File: src/rtl/opnd_decode.sv
module opnd_decode #(
  parameter int W    = 16,
  parameter int NREG = 8
) (
  input  logic              clk,
  input  logic              rst_n,
  input  logic              start,
  input  logic [5:0]        code,
  input  logic [NREG*W-1:0] gpr,
  input  logic [W-1:0]      sp_in,
  input  logic [W-1:0]      pc_in,
  input  logic [W-1:0]      ovf_in,
  output logic              rd_en,
  output logic [W-1:0]      rd_addr,
  input  logic [W-1:0]      rd_data,
  output logic              done,
  output logic [1:0]        kind,
  output logic [3:0]        reg_idx,
  output logic [W-1:0]      addr,
  output logic [W-1:0]      val,
  output logic              writable,
  output logic [W-1:0]      sp_out,
  output logic [W-1:0]      pc_out,
  output logic              extra_cyc
);
  localparam logic [1:0] K_REG = 2'd0, K_MEM = 2'd1, K_LIT = 2'd2;

  logic         busy;
  logic [W-1:0] base_q;
  logic [W-1:0] gsel;
  logic         accept, needs_rd;

  assign gsel     = gpr[code[2:0]*W +: W];
  assign needs_rd = (code[5:3] == 3'b010) || (code == 6'h1e);
  assign accept   = start && !busy;
  assign rd_en    = accept && needs_rd;
  assign rd_addr  = pc_in;

  always_ff @(posedge clk or negedge rst_n) begin
    if (!rst_n) begin
      busy      <= 1'b0;
      base_q    <= '0;
      done      <= 1'b0;
      kind      <= K_REG;
      reg_idx   <= '0;
      addr      <= '0;
      val       <= '0;
      writable  <= 1'b0;
      sp_out    <= '0;
      pc_out    <= '0;
      extra_cyc <= 1'b0;
    end else begin
      done <= 1'b0;
      if (busy) begin
        busy <= 1'b0;
        done <= 1'b1;
        addr <= rd_data + base_q;
      end else if (accept) begin
        sp_out    <= sp_in;
        pc_out    <= pc_in;
        extra_cyc <= 1'b0;
        val       <= '0;
        addr      <= '0;
        reg_idx   <= '0;
        writable  <= 1'b1;
        kind      <= K_MEM;
        if (needs_rd) begin
          busy      <= 1'b1;
          base_q    <= code[4] && code[3] ? '0 : gsel;
          pc_out    <= pc_in + 1'b1;
          extra_cyc <= 1'b1;
        end else begin
          done <= 1'b1;
          if (code[5]) begin
            kind     <= K_LIT;
            val      <= {{(W-5){1'b0}}, code[4:0]};
            writable <= 1'b0;
          end else if (code[5:3] == 3'b000) begin
            kind    <= K_REG;
            reg_idx <= {1'b0, code[2:0]};
            val     <= gsel;
          end else if (code[5:3] == 3'b001) begin
            addr <= gsel;
          end else begin
            case (code[2:0])
              3'd0: begin addr <= sp_in; sp_out <= sp_in + 1'b1; end
              3'd1: addr <= sp_in;
              3'd2: begin addr <= sp_in - 1'b1; sp_out <= sp_in - 1'b1; end
              3'd3: begin kind <= K_REG; reg_idx <= 4'd8;  val <= sp_in;  end
              3'd4: begin kind <= K_REG; reg_idx <= 4'd9;  val <= pc_in;  end
              3'd5: begin kind <= K_REG; reg_idx <= 4'd10; val <= ovf_in; end
              default: begin addr <= pc_in; pc_out <= pc_in + 1'b1; extra_cyc <= 1'b1; end
            endcase
          end
        end
      end
    end
  end
endmodule

File: config.mk
export PLATFORM = sky130hd
export DESIGN_NAME = opnd_decode
export DESIGN_NICKNAME = d
export VERILOG_FILES = /design/src/rtl/opnd_decode.sv
export SDC_FILE = /design/constraint.sdc
export NUM_CORES = 1
export LEC_CHECK = 0
export BUFFER_PORTS_ARGS = -buffer_cell sky130_fd_sc_hd__buf_2
export CORE_AREA = 10 10 139 141
export DETAILED_ROUTE_END_ITERATION = 8
export DIE_AREA = 0 0 149 151
export PLACE_DENSITY = 0.87
export SLEW_MARGIN = 15
export SYNTH_ARGS = -nofsm -noshare
export SYNTH_HDL_FRONTEND = slang
export SYNTH_SLANG_ARGS = --single-unit
export TNS_END_PERCENT = 20
File: constraint.sdc
create_clock -name clk -period 2.03 [get_ports clk]
set_clock_uncertainty 0.15 [all_clocks]
set_input_delay 0.1015 -clock clk [delete_from_list [all_inputs] [get_ports clk]]
set_output_delay 0.1015 -clock clk [all_outputs]
set_load 0.03 [all_outputs]
==> out/metrics.cfg, run 1 <==
[hold_path]
hold_start = sp_in[14]
hold_path.class = primary input to register

[setup_path]
critical_path_class = register to register
startpoint_type = register
crit_start = base_q[0]$_DFFE_PN0P_
rr_startpoint = base_q[0]$_DFFE_PN0P_
worstPathArrival_ns = 2.30
cp-end-kind = register
required_ns = 2.12
cp_max_fo = 3
reg2reg_setup_slack_ns = -0.18

[die]
io_pins = 291
design.core.area_mm2 = 0.0165
die_w_um = 149
die_y_um = 151
initial_core_util = 0.454
rows = 47
die-area_mm2 = 0.0225

[yosys]
synth-main-ff-cell = dfrtp_1
syn-cell-area_mm2 = 0.00747
synth_top_area_cell = dfrtp_1
synth-edff-count = 0
yosys.area.top_type_share = 0.302
ys_warn_count = 0
synth_cell_type_count = 76
syn_area_per_cell_um2 = 8.78
ys_seq_area_frac = 0.302
synth_area_leaders = dfrtp_1, mux4_2, nand2_1, o21ai_0, mux2i_1
ys_ff_latch = 90
synthArstFlopShare = 1.00
synth_nets = 1071
netlist_instances = 851

[cells_and_area]
final_net_count = 1454
area_growth_pct = 41.0
antennaDiodeCount = 0
drive_gt1_frac = 0.441
final_common_cell = buf_2
layout_common_cells = buf_2, buf_4, nand2_1
final_cell_area_mm2 = 0.0105
fillers = 1372

[sta]
period_needed_ns = 2.21
setup_viol = 8
layout_setup_ws_ns = -0.185
worstMarginPinSlew_ns = 0.818
max-slew-margin-rel = 0.455
fin_crit_sh = 1.09
hold_slack_ns = 0.0207
rsz0062_at_grt = true
fmax_ghz = 0.451
hold_violations = 0
slew_viol_final = 0

[global_route]
antenna_found_initial = 0
grt_max_degree = 71
met1_usage = 0.327
track_usage = 0.289
met2_usage = 0.502
first_global_vias = 9201
grt_pass1_wl_mm = 51.2
busiest_layer = met2
grtUsageMet3 = 0.0785
grt_overflow = 0

[placement]
gp_congestion = 1.01
post_dp_cell_area_mm2 = 0.0100
pre_cts_ws_ns = -0.281
place_hpwl_mm = 27.2
port-buffer-count = 290

[drt]
wl_per_cell_um = 23.1
first_pass_iters = 5
finalWirelength_mm = 33.6
ant_nets = 0
drc = 0
num_vias = 8767
avgViaCountPerCell = 6.01
dr.first_iter.drc_count = 1091

[clock_tree]
htree_num_levels = 3
clk-insertion-delay-late_ns = 0.35
root_buffer = clkbuf_16
cts_buffers = 9
path_clk_slew_ns = 0.07
clock_sinks = 90
cts_tree = done
clock_path_buffers = 2

[pwr]
irDropWorstVdd_uv = 461
power_density_mw_per_mm2 = 639
clkPwrFrac = 0.269
sw_frac_of_total = 0.373
p_comb_frac = 0.411
sequentialPowerShare = 0.320
p_leak_nw = 5.05
p_int_mw = 4.22
p_sw_mw = 2.51

[run_status]
status = finished with violations
violations = negative setup slack

[run]
cap_violations = 0

cell usage after synthesis, types with 9 or more instances:
cell type,number
nand2_1,124
dfrtp_1,90
o21ai_0,78
nor2_1,51
mux2i_1,33
a21oi_1,32
clkbuf_1,32
mux4_2,28
xnor2_1,25
buf_4,21
buf_2,19
ha_1,18
xor2_1,17
nand3_1,15
inv_1,14
nor3_1,14
a211oi_1,13
a22o_1,13
nand4_1,12
o21ai_1,12
a221oi_1,11
nor2b_1,11
a22oi_1,10
nand2b_1,9
power groups by stage:
stage,sequential [mW],clock [mW],combinational [mW]
floorplan,2.45,0,1.21
global placement,2.17,0,2.53
detailed placement,2.17,0,2.58
CTS,2.14,1.81,2.64
global route,2.17,1.88,2.97
finish,2.15,1.81,2.77
repair_timing:
action	CTS	global route
endpoints found under the setup margin	16	21
gates resized for setup	12	23
endpoints found under the hold margin	39	0
buffers inserted	2	1
hold buffers	4	0
pin swaps	2	10
final timing paths:
path,to,cells past startpoint
setup / recovery,addr[6]$_DFFE_PN0P_,9
hold / removal,sp_out[14]$_DFFE_PN0P_,3
setup reg to reg,addr[6]$_DFFE_PN0P_,9
hold reg to reg,extra_cyc$_DFFE_PN0P_,2
max in group asynchronous,base_q[0]$_DFFE_PN0P_,3
min in group asynchronous,kind[1]$_DFFE_PN0P_,2
sequential cells by signal, indices dropped and copies added, names as in the netlist:
| register | count |
|---|---|
| addr | 16 |
| base_q | 16 |
| busy | 1 |
| done | 1 |
| extra_cyc | 1 |
| kind | 2 |
| pc_out | 16 |
| reg_idx | 4 |
| sp_out | 16 |
| val | 16 |
| writable | 1 |
routing by layer:
layer / part of all wire / vias up
li1: - / 3925
met1: 0.36 / 4147
met4: 0.043 / 0
met2: 0.48 / 596
met3: 0.11 / 99
met5: 0 / -
worst max-delay path, cell delays in order (launching register included):
cell	delay, ns
dfrtp_1	0.38
ha_4	0.16
inv_2	0.03
fa_2	0.34
nor2b_2	0.15
o31a_1	0.23
o21ai_2	0.10
nor2b_2	0.17
xnor2_1	0.12
a221o_1	0.28
per-stage QoR:
stage / power [mW] / cells / util / setup TNS [ns]
floorplan: 3.66 / 851 / - / -0.267
global placement: 4.70 / 1437 / 0.608 / -1.04
detailed placement: 4.76 / 1437 / 0.608 / -2.12
CTS: 6.59 / 1459 / 0.633 / -1.71
global route: 7.02 / 1459 / 0.640 / -1.97
finish: 6.73 / 1459 / 0.640 / -0.715
cells by family (layout without fill, tap and decap cells):
family / after synthesis / in the layout / synth area share
muxes: 64 / 64 / 0.133
AOI/OAI and AO/OA: 243 / 243 / 0.215
DFF: 90 / 90 / 0.302
buffers and inverters: 98 / 486 / 0.0680
xor gates and xnor gates: 42 / 42 / 0.0492
and+or+nand+nor: 295 / 295 / 0.200
adders and majority gates: 19 / 19 / 0.0328
layout make-up:
class,instances,area (µm²),share of cell area
clock buffer,11,253,0.0240
clock inverter,5,60.1,0.00570
inverter,16,60.1,0.00570
multi-input combinational,663,4860,0.462
sequential,90,2250,0.214
tap,220,275,0.0261
timing repair buffer,454,2770,0.263
Note: power is estimated with default switching activity, not from simulation.
==> inputs of run 2 (changes only) <==
BUFFER_PORTS_ARGS = unset   (was -buffer_cell sky130_fd_sc_hd__buf_2)
CORE_AREA = 10 10 128 130   (was 10 10 139 141)
DIE_AREA = 0 0 138 140   (was 0 0 149 151)
DONT_BUFFER_PORTS = 1   (was unset)
PLACE_DENSITY = 0.81   (was 0.87)
SETUP_SLACK_MARGIN = 0.5   (was unset)
==> run 2 against run 1 <==
The run ends with negative hold slack, negative setup slack left. Flip-flop and latch count did not move. Wire length decreased by 2.7%. Sequential power grew 17%. Maximum frequency fell by 3.9%. Critical path depth stayed put. Register-to-register slack lost 0.09 ns. Highest routed layer unchanged. Die area down 14%. Count of clock-buffer cells in the layout decreased by 2. First-iteration DRC count rose by 0.55%.
==> out/metrics.cfg, run 2 (same netlist as run 1, synthesis figures left out) <==
[die]
die_y_um = 140  ; was 151 µm
die_w_um = 138  ; was 149 µm
design.core.area_mm2 = 0.0138  ; was 0.0165 mm²
rows = 43  ; was 47
die-area_mm2 = 0.0193  ; was 0.0225 mm²
initial_core_util = 0.542  ; was 0.454
io_pins = 291  ; unchanged

[setup_path]
worst-path-stages = 9  ; unchanged
startpoint_type = register  ; unchanged
required_ns = 2.09  ; was 2.12 ns
worstPathArrival_ns = 2.36  ; was 2.30 ns
critical_path_class = register to register  ; unchanged
critPathMaxStageDelay_ns = 0.36  ; was 0.38 ns
cp-end-kind = register  ; unchanged
crit_family = compound AO/OA/AOI/OAI gates  ; unchanged
cp_max_fo = 3  ; unchanged
rr_startpoint = base_q[0]$_DFFE_PN0P_  ; unchanged
crit_start = base_q[0]$_DFFE_PN0P_  ; unchanged
crit_slowest_cell = dfrtp_1  ; unchanged
crit_chain = ha_2 > inv_2 > fa_2 > nor2b_2 > o31a_1 > o21bai_2 > a21oi_2 > mux2i_1 > o221ai_1  ; was ha_4 > inv_2 > fa_2 > nor2b_2 > o31a_1 > o21ai_2 > nor2b_2 > xnor2_1 > a221o_1
path_buf_inv = 1  ; unchanged
reg2regPathDepth = 9  ; unchanged

[hold_path]
hold_path.class = primary input to async pin  ; was primary input to register

[placement]
place_hpwl_mm = 23.7  ; was 27.2 mm
post_dp_cell_area_mm2 = 0.00783  ; was 0.0100 mm²
pre_cts_ws_ns = -0.303  ; was -0.281 ns
gp_congestion = 0.992  ; was 1.01
port-buffer-count = 0  ; was 290

[clock_tree]
path_clk_slew_ns = 0.07  ; about the same
cts_buffers = 9  ; unchanged
root_buffer = clkbuf_16  ; unchanged
clk-insertion-delay-late_ns = 0.35  ; about the same
clock_path_buffers = 2  ; unchanged
clock_sinks = 90  ; unchanged
htree_num_levels = 3  ; unchanged
cts_tree = done  ; unchanged

[global_route]
grt_overflow = 0  ; unchanged
grt_pass1_wl_mm = 47.6  ; was 51.2 mm
grt_max_degree = 91  ; was 71
first_global_vias = 7463  ; was 9201
track_usage = 0.315  ; was 0.289
antenna_found_initial = 3  ; was 0

[run_status]
violations = negative hold slack, negative setup slack  ; was negative setup slack
status = finished with violations  ; unchanged

[cells_and_area]
layout.area.seq_mm2 = 0.00225  ; unchanged
layout_common_cells = nand2_1, dfrtp_1, o21ai_0  ; was buf_2, buf_4, nand2_1
final_common_cell = nand2_1  ; was buf_2
drive_gt1_frac = 0.227  ; was 0.441
post-route-util = 0.653  ; was 0.640
multiInputGateArea_mm2 = 0.00516  ; was 0.00486 mm²
area_growth_pct = 20.4  ; was 41.0%
final_net_count = 1114  ; was 1454
final_cell_area_mm2 = 0.00899  ; was 0.0105 mm²
fillers = 1100  ; was 1372

[sta]
rsz0062_at_grt = true  ; unchanged
period_needed_ns = 2.31  ; was 2.21 ns
fmax_ghz = 0.434  ; was 0.451 GHz
max-slew-margin-rel = 0.306  ; was 0.455
fin_crit_sh = 1.14  ; was 1.09
hold_violations = 93  ; was 0
hold_slack_ns = -0.708  ; was 0.0207 ns
setup_viol = 7  ; was 8
slew_viol_final = 0  ; unchanged
worstMarginPinSlew_ns = 1.04  ; was 0.818 ns
layout_setup_ws_ns = -0.276  ; was -0.185 ns

[drt]
avgViaCountPerCell = 7.09  ; was 6.01
first_pass_iters = 8  ; was 5
ant_nets = 0  ; unchanged
num_vias = 7674  ; was 8767
drc = 0  ; unchanged
finalWirelength_mm = 32.7  ; was 33.6 mm
dr.first_iter.drc_count = 1097  ; was 1091
wl_per_cell_um = 30.3  ; was 23.1 µm

[run]
cap_violations = 0  ; unchanged

[pwr]
irDropWorstVdd_uv = 456  ; was 461 µV
power_density_mw_per_mm2 = 664  ; was 639 mW/mm²
p_total_mw = 5.97  ; was 6.73 mW
p_leak_nw = 3.67  ; was 5.05 nW

-- run 2: worst paths after layout --
check | end | slack (ns)
worst min register to register | base_q[9]$_DFFE_PN0P_ | 0.34
worst max register to register | addr[12]$_DFFE_PN0P_ | -0.28
max in group asynchronous | val[9]$_DFFE_PN0P_ | 2.25
worst max-delay path | addr[12]$_DFFE_PN0P_ | -0.28
min in group clk | addr[0]$_DFFE_PN0P_ | -0.09
worst min-delay path | sp_out[4]$_DFFE_PN0P_ | -0.71
-- run 2: final cells by class --
| class | instances | share of cell area |
|---|---|---|
| Inverter | 16 | 0.00696 |
| Antenna cell | 4 | 0.00111 |
| Multi-Input combinational cell | 664 | 0.574 |
| Clock inverter | 6 | 0.00473 |
| Sequential cell | 90 | 0.250 |
| Tap cell | 180 | 0.0250 |
| Timing Repair Buffer | 113 | 0.113 |
| Clock buffer | 9 | 0.0250 |
-- run 2: power breakdown --
part	switching, mW	internal [mW]	leakage (nW)
clock	0.758	0.826	0.128
combinational	0.945	0.928	2.39
sequential	0.507	2.01	1.15
-- run 2: worst reg2reg max path: stages, from the launching register on --
cell,delay [ns]
dfrtp_1,0.36
ha_2,0.19
inv_2,0.04
fa_2,0.35
nor2b_2,0.14
o31a_1,0.23
o21bai_2,0.11
a21oi_2,0.24
mux2i_1,0.22
o221ai_1,0.14
-- run 2: metrics by stage --
step,hold WS (ns),cells,TNS [ns]
floorplan,-0.344,851,-0.132
global placement,-0.341,1009,-0.561
detailed placement,-0.341,1009,-0.978
CTS,-0.718,1071,-0.769
global route,-0.716,1081,-1.66
finish,-0.708,1082,-1.02
-- run 2: what timing repair did --
action                                  CTS  global route
gates cloned                              0             1
endpoints found under the setup margin   55            84
hold buffers                             42             2
pin swaps                                33            32
endpoints found under the hold margin   161            95
setup buffers                             5             4
resized for setup                        37            61
-- run 2: routing by layer --
metal,part of all wire,track usage,up-vias
li1,-,-,3242
met1,0.34,0.353,3672
met2,0.49,0.529,647
met3,0.13,0.115,113
met4,0.044,0.132,0
met5,0,0,-
==> inputs of run 3 (changes only) <==
CELL_PAD_IN_SITES_DETAIL_PLACEMENT = 2   (was unset)
CELL_PAD_IN_SITES_GLOBAL_PLACEMENT = 2   (was unset)
CORE_AREA = 10 10 162 164   (was 10 10 128 130)
DIE_AREA = 0 0 172 174   (was 0 0 138 140)
PLACE_DENSITY = 0.85   (was 0.81)
==> run 3 against run 2 <==
The flow still finishes with violations (negative hold slack, negative setup slack). Setup slack worse by 0.15 ns. Hold slack lost 0.018 ns. Combinational power up 10%. Final cell count increased by 12%. Core utilization down 25 points. Total power rose by 7.1%.
==> out/metrics.cfg, run 3 (same netlist as run 1, synthesis figures left out) <==
[run_status]
status = finished with violations  ; unchanged
violations = negative hold slack, negative setup slack  ; unchanged

[sta]
max-slew-margin-rel = 0.262  ; was 0.306
worstMarginPinSlew_ns = 1.10  ; was 1.04 ns
rsz0062_at_grt = true  ; unchanged
fmax_ghz = 0.408  ; was 0.434 GHz
hold_slack_ns = -0.726  ; was -0.708 ns
setup_tns_ns = -2.56  ; was -1.02 ns
fin_crit_sh = 1.21  ; was 1.14
setup_viol = 11  ; was 7
hold_violations = 94  ; was 93
slew_viol_final = 0  ; unchanged
layout_setup_ws_ns = -0.423  ; was -0.276 ns
period_needed_ns = 2.45  ; was 2.31 ns

[drt]
dr.first_iter.drc_count = 912  ; was 1097
avgViaCountPerCell = 6.72  ; was 7.09
num_vias = 8152  ; was 7674
first_pass_iters = 5  ; was 8
wl_per_cell_um = 35.9  ; was 30.3 µm
finalWirelength_mm = 43.6  ; was 32.7 mm
drc = 0  ; unchanged
ant_nets = 0  ; unchanged

[hold_path]
hold_path.class = primary input to async pin  ; unchanged

[die]
die_w_um = 172  ; was 138 µm
io_pins = 291  ; unchanged
design.core.area_mm2 = 0.0231  ; was 0.0138 mm²
die_y_um = 174  ; was 140 µm
die-area_mm2 = 0.0299  ; was 0.0193 mm²
initial_core_util = 0.323  ; was 0.542
rows = 56  ; was 43

[setup_path]
reg2reg_setup_slack_ns = -0.42  ; was -0.28 ns
cp_max_fo = 3  ; unchanged
critical_path_class = register to register  ; unchanged
rr_startpoint = base_q[0]$_DFFE_PN0P_  ; unchanged
worstPathArrival_ns = 2.55  ; was 2.36 ns
required_ns = 2.12  ; was 2.09 ns
reg2regPathDepth = 9  ; unchanged
crit_slowest_cell = dfrtp_1  ; unchanged
cp-end-kind = register  ; unchanged
worstReg2RegEnd = addr[12]$_DFFE_PN0P_  ; unchanged
crit_chain = ha_4 > inv_2 > fa_2 > nor2b_4 > o31a_1 > o21bai_2 > a21oi_2 > mux2i_1 > o221ai_1  ; was ha_2 > inv_2 > fa_2 > nor2b_2 > o31a_1 > o21bai_2 > a21oi_2 > mux2i_1 > o221ai_1
startpoint_type = register  ; unchanged
critPathMaxStageDelay_ns = 0.41  ; was 0.36 ns

[cells_and_area]
area_growth_pct = 26.2  ; was 20.4%
layout_common_cells = nand2_1, dfrtp_1, buf_4  ; was nand2_1, dfrtp_1, o21ai_0
drive_gt1_frac = 0.254  ; was 0.227
stdcell_count = 1213  ; was 1082
final_net_count = 1134  ; was 1114
final_common_cell = nand2_1  ; unchanged
final_cell_area_mm2 = 0.00943  ; was 0.00899 mm²

[pwr]
p_int_mw = 3.84  ; was 3.76 mW
p_total_mw = 6.39  ; was 5.97 mW
sw_frac_of_total = 0.400  ; was 0.370
sequentialPowerShare = 0.395  ; was 0.421
clkPwrFrac = 0.283  ; was 0.265
power_density_mw_per_mm2 = 678  ; was 664 mW/mm²
p_sw_mw = 2.56  ; was 2.21 mW
irDropWorstVdd_uv = 426  ; was 456 µV
p_leak_nw = 3.84  ; was 3.67 nW
p_comb_frac = 0.322  ; was 0.314

[clock_tree]
clock_sinks = 90  ; unchanged
root_buffer = clkbuf_16  ; unchanged
clock_path_buffers = 2  ; unchanged
clk-insertion-delay-late_ns = 0.38  ; was 0.35 ns
cts_tree = done  ; unchanged
path_clk_slew_ns = 0.09  ; was 0.07 ns
cts_buffers = 9  ; unchanged
htree_num_levels = 3  ; unchanged

[run]
cap_violations = 0  ; unchanged

[global_route]
grt_pass1_wl_mm = 59.3  ; was 47.6 mm
grt_overflow = 0  ; unchanged
first_global_vias = 8746  ; was 7463
track_usage = 0.264  ; was 0.315
grt_max_degree = 96  ; was 91
antenna_found_initial = 6  ; was 3

[placement]
place_hpwl_mm = 29.3  ; was 23.7 mm
post_dp_cell_area_mm2 = 0.00806  ; was 0.00783 mm²
port-buffer-count = 0  ; unchanged
pre_cts_ws_ns = -0.412  ; was -0.303 ns
dpl.cell_count = 1130  ; was 1009
gp_congestion = 0.871  ; was 0.992

[run 3: changes by cell type in the layout (fill, tap and decap cells not counted), sizes merged, moves of 2 or more]
cell      previous run  this run
clkbuf              12        10
inv                 15        20
buf                 69        90
clkinv               5         3
clkinvlp             2         0
[run 3: repair_timing]
item                       CTS  global route
gates resized for setup     12            97
gates cloned                 0             1
setup endpoints to repair   51            78
hold endpoints to repair   153            93
hold buffers                41             2
pin swaps                   14            58
setup buffers                3            16
[run 3: how the worst max path moves through the flow]
| stage | slack [ns] | start | depth (start not counted) | to |
|---|---|---|---|---|
| floorplan | -0.06 | base_q[0]$_DFFE_PN0P_ | 9 | addr[6]$_DFFE_PN0P_ |
| global placement | -0.16 | base_q[0]$_DFFE_PN0P_ | 9 | addr[12]$_DFFE_PN0P_ |
| detailed placement | -0.41 | base_q[0]$_DFFE_PN0P_ | 9 | addr[12]$_DFFE_PN0P_ |
| CTS | -0.27 | base_q[0]$_DFFE_PN0P_ | 9 | addr[12]$_DFFE_PN0P_ |
| global route | -0.51 | base_q[0]$_DFFE_PN0P_ | 9 | addr[12]$_DFFE_PN0P_ |
| finish | -0.42 | base_q[0]$_DFFE_PN0P_ | 9 | addr[12]$_DFFE_PN0P_ |
[run 3: final cells by class]
cell class | count | area (µm²)
clock inverter | 7 | 76.3
fill | 2432 | 13700
clock buffer | 9 | 225
timing repair buffer | 134 | 1220
antenna | 4 | 10.0
sequential | 90 | 2250
tap | 290 | 363
inverter | 16 | 62.6
multi-input combinational | 663 | 5220
[run 3: power by group through the flow]
stage | registers [mW] | clock network [mW] | logic [mW]
6_report | 2.52 | 1.81 | 2.06
5_1_grt | 2.55 | 1.93 | 2.21
4_1_cts | 2.52 | 1.81 | 1.82
3_5_place_dp | 2.55 | 0 | 1.63
3_3_place_gp | 2.54 | 0 | 1.53
2_1_floorplan | 2.46 | 0 | 1.28
[run 3: per-stage QoR]
step           utilization  hold WS [ns]
2_1_floorplan            -        -0.344
3_3_place_gp         0.349        -0.340
3_5_place_dp         0.349        -0.340
4_1_cts              0.383        -0.733
5_1_grt              0.408        -0.739
6_report             0.408        -0.726
[run 3: per-layer routing]
| layer | part of all wire | global-route usage |
|---|---|---|
| met5 | 0 | 0.0122 |
| met2 | 0.50 | 0.459 |
| met3 | 0.11 | 0.0884 |
| met1 | 0.34 | 0.281 |
| met4 | 0.046 | 0.118 |
[run 3: critical path: cells and delay by family (launching register included)]
family | cells | cell delay (ns)
compound gates | 4 | 0.75
fa+ha+maj | 2 | 0.53
flops | 1 | 0.41
mux | 1 | 0.27
simple gates | 1 | 0.16
buf+inv | 1 | 0.04
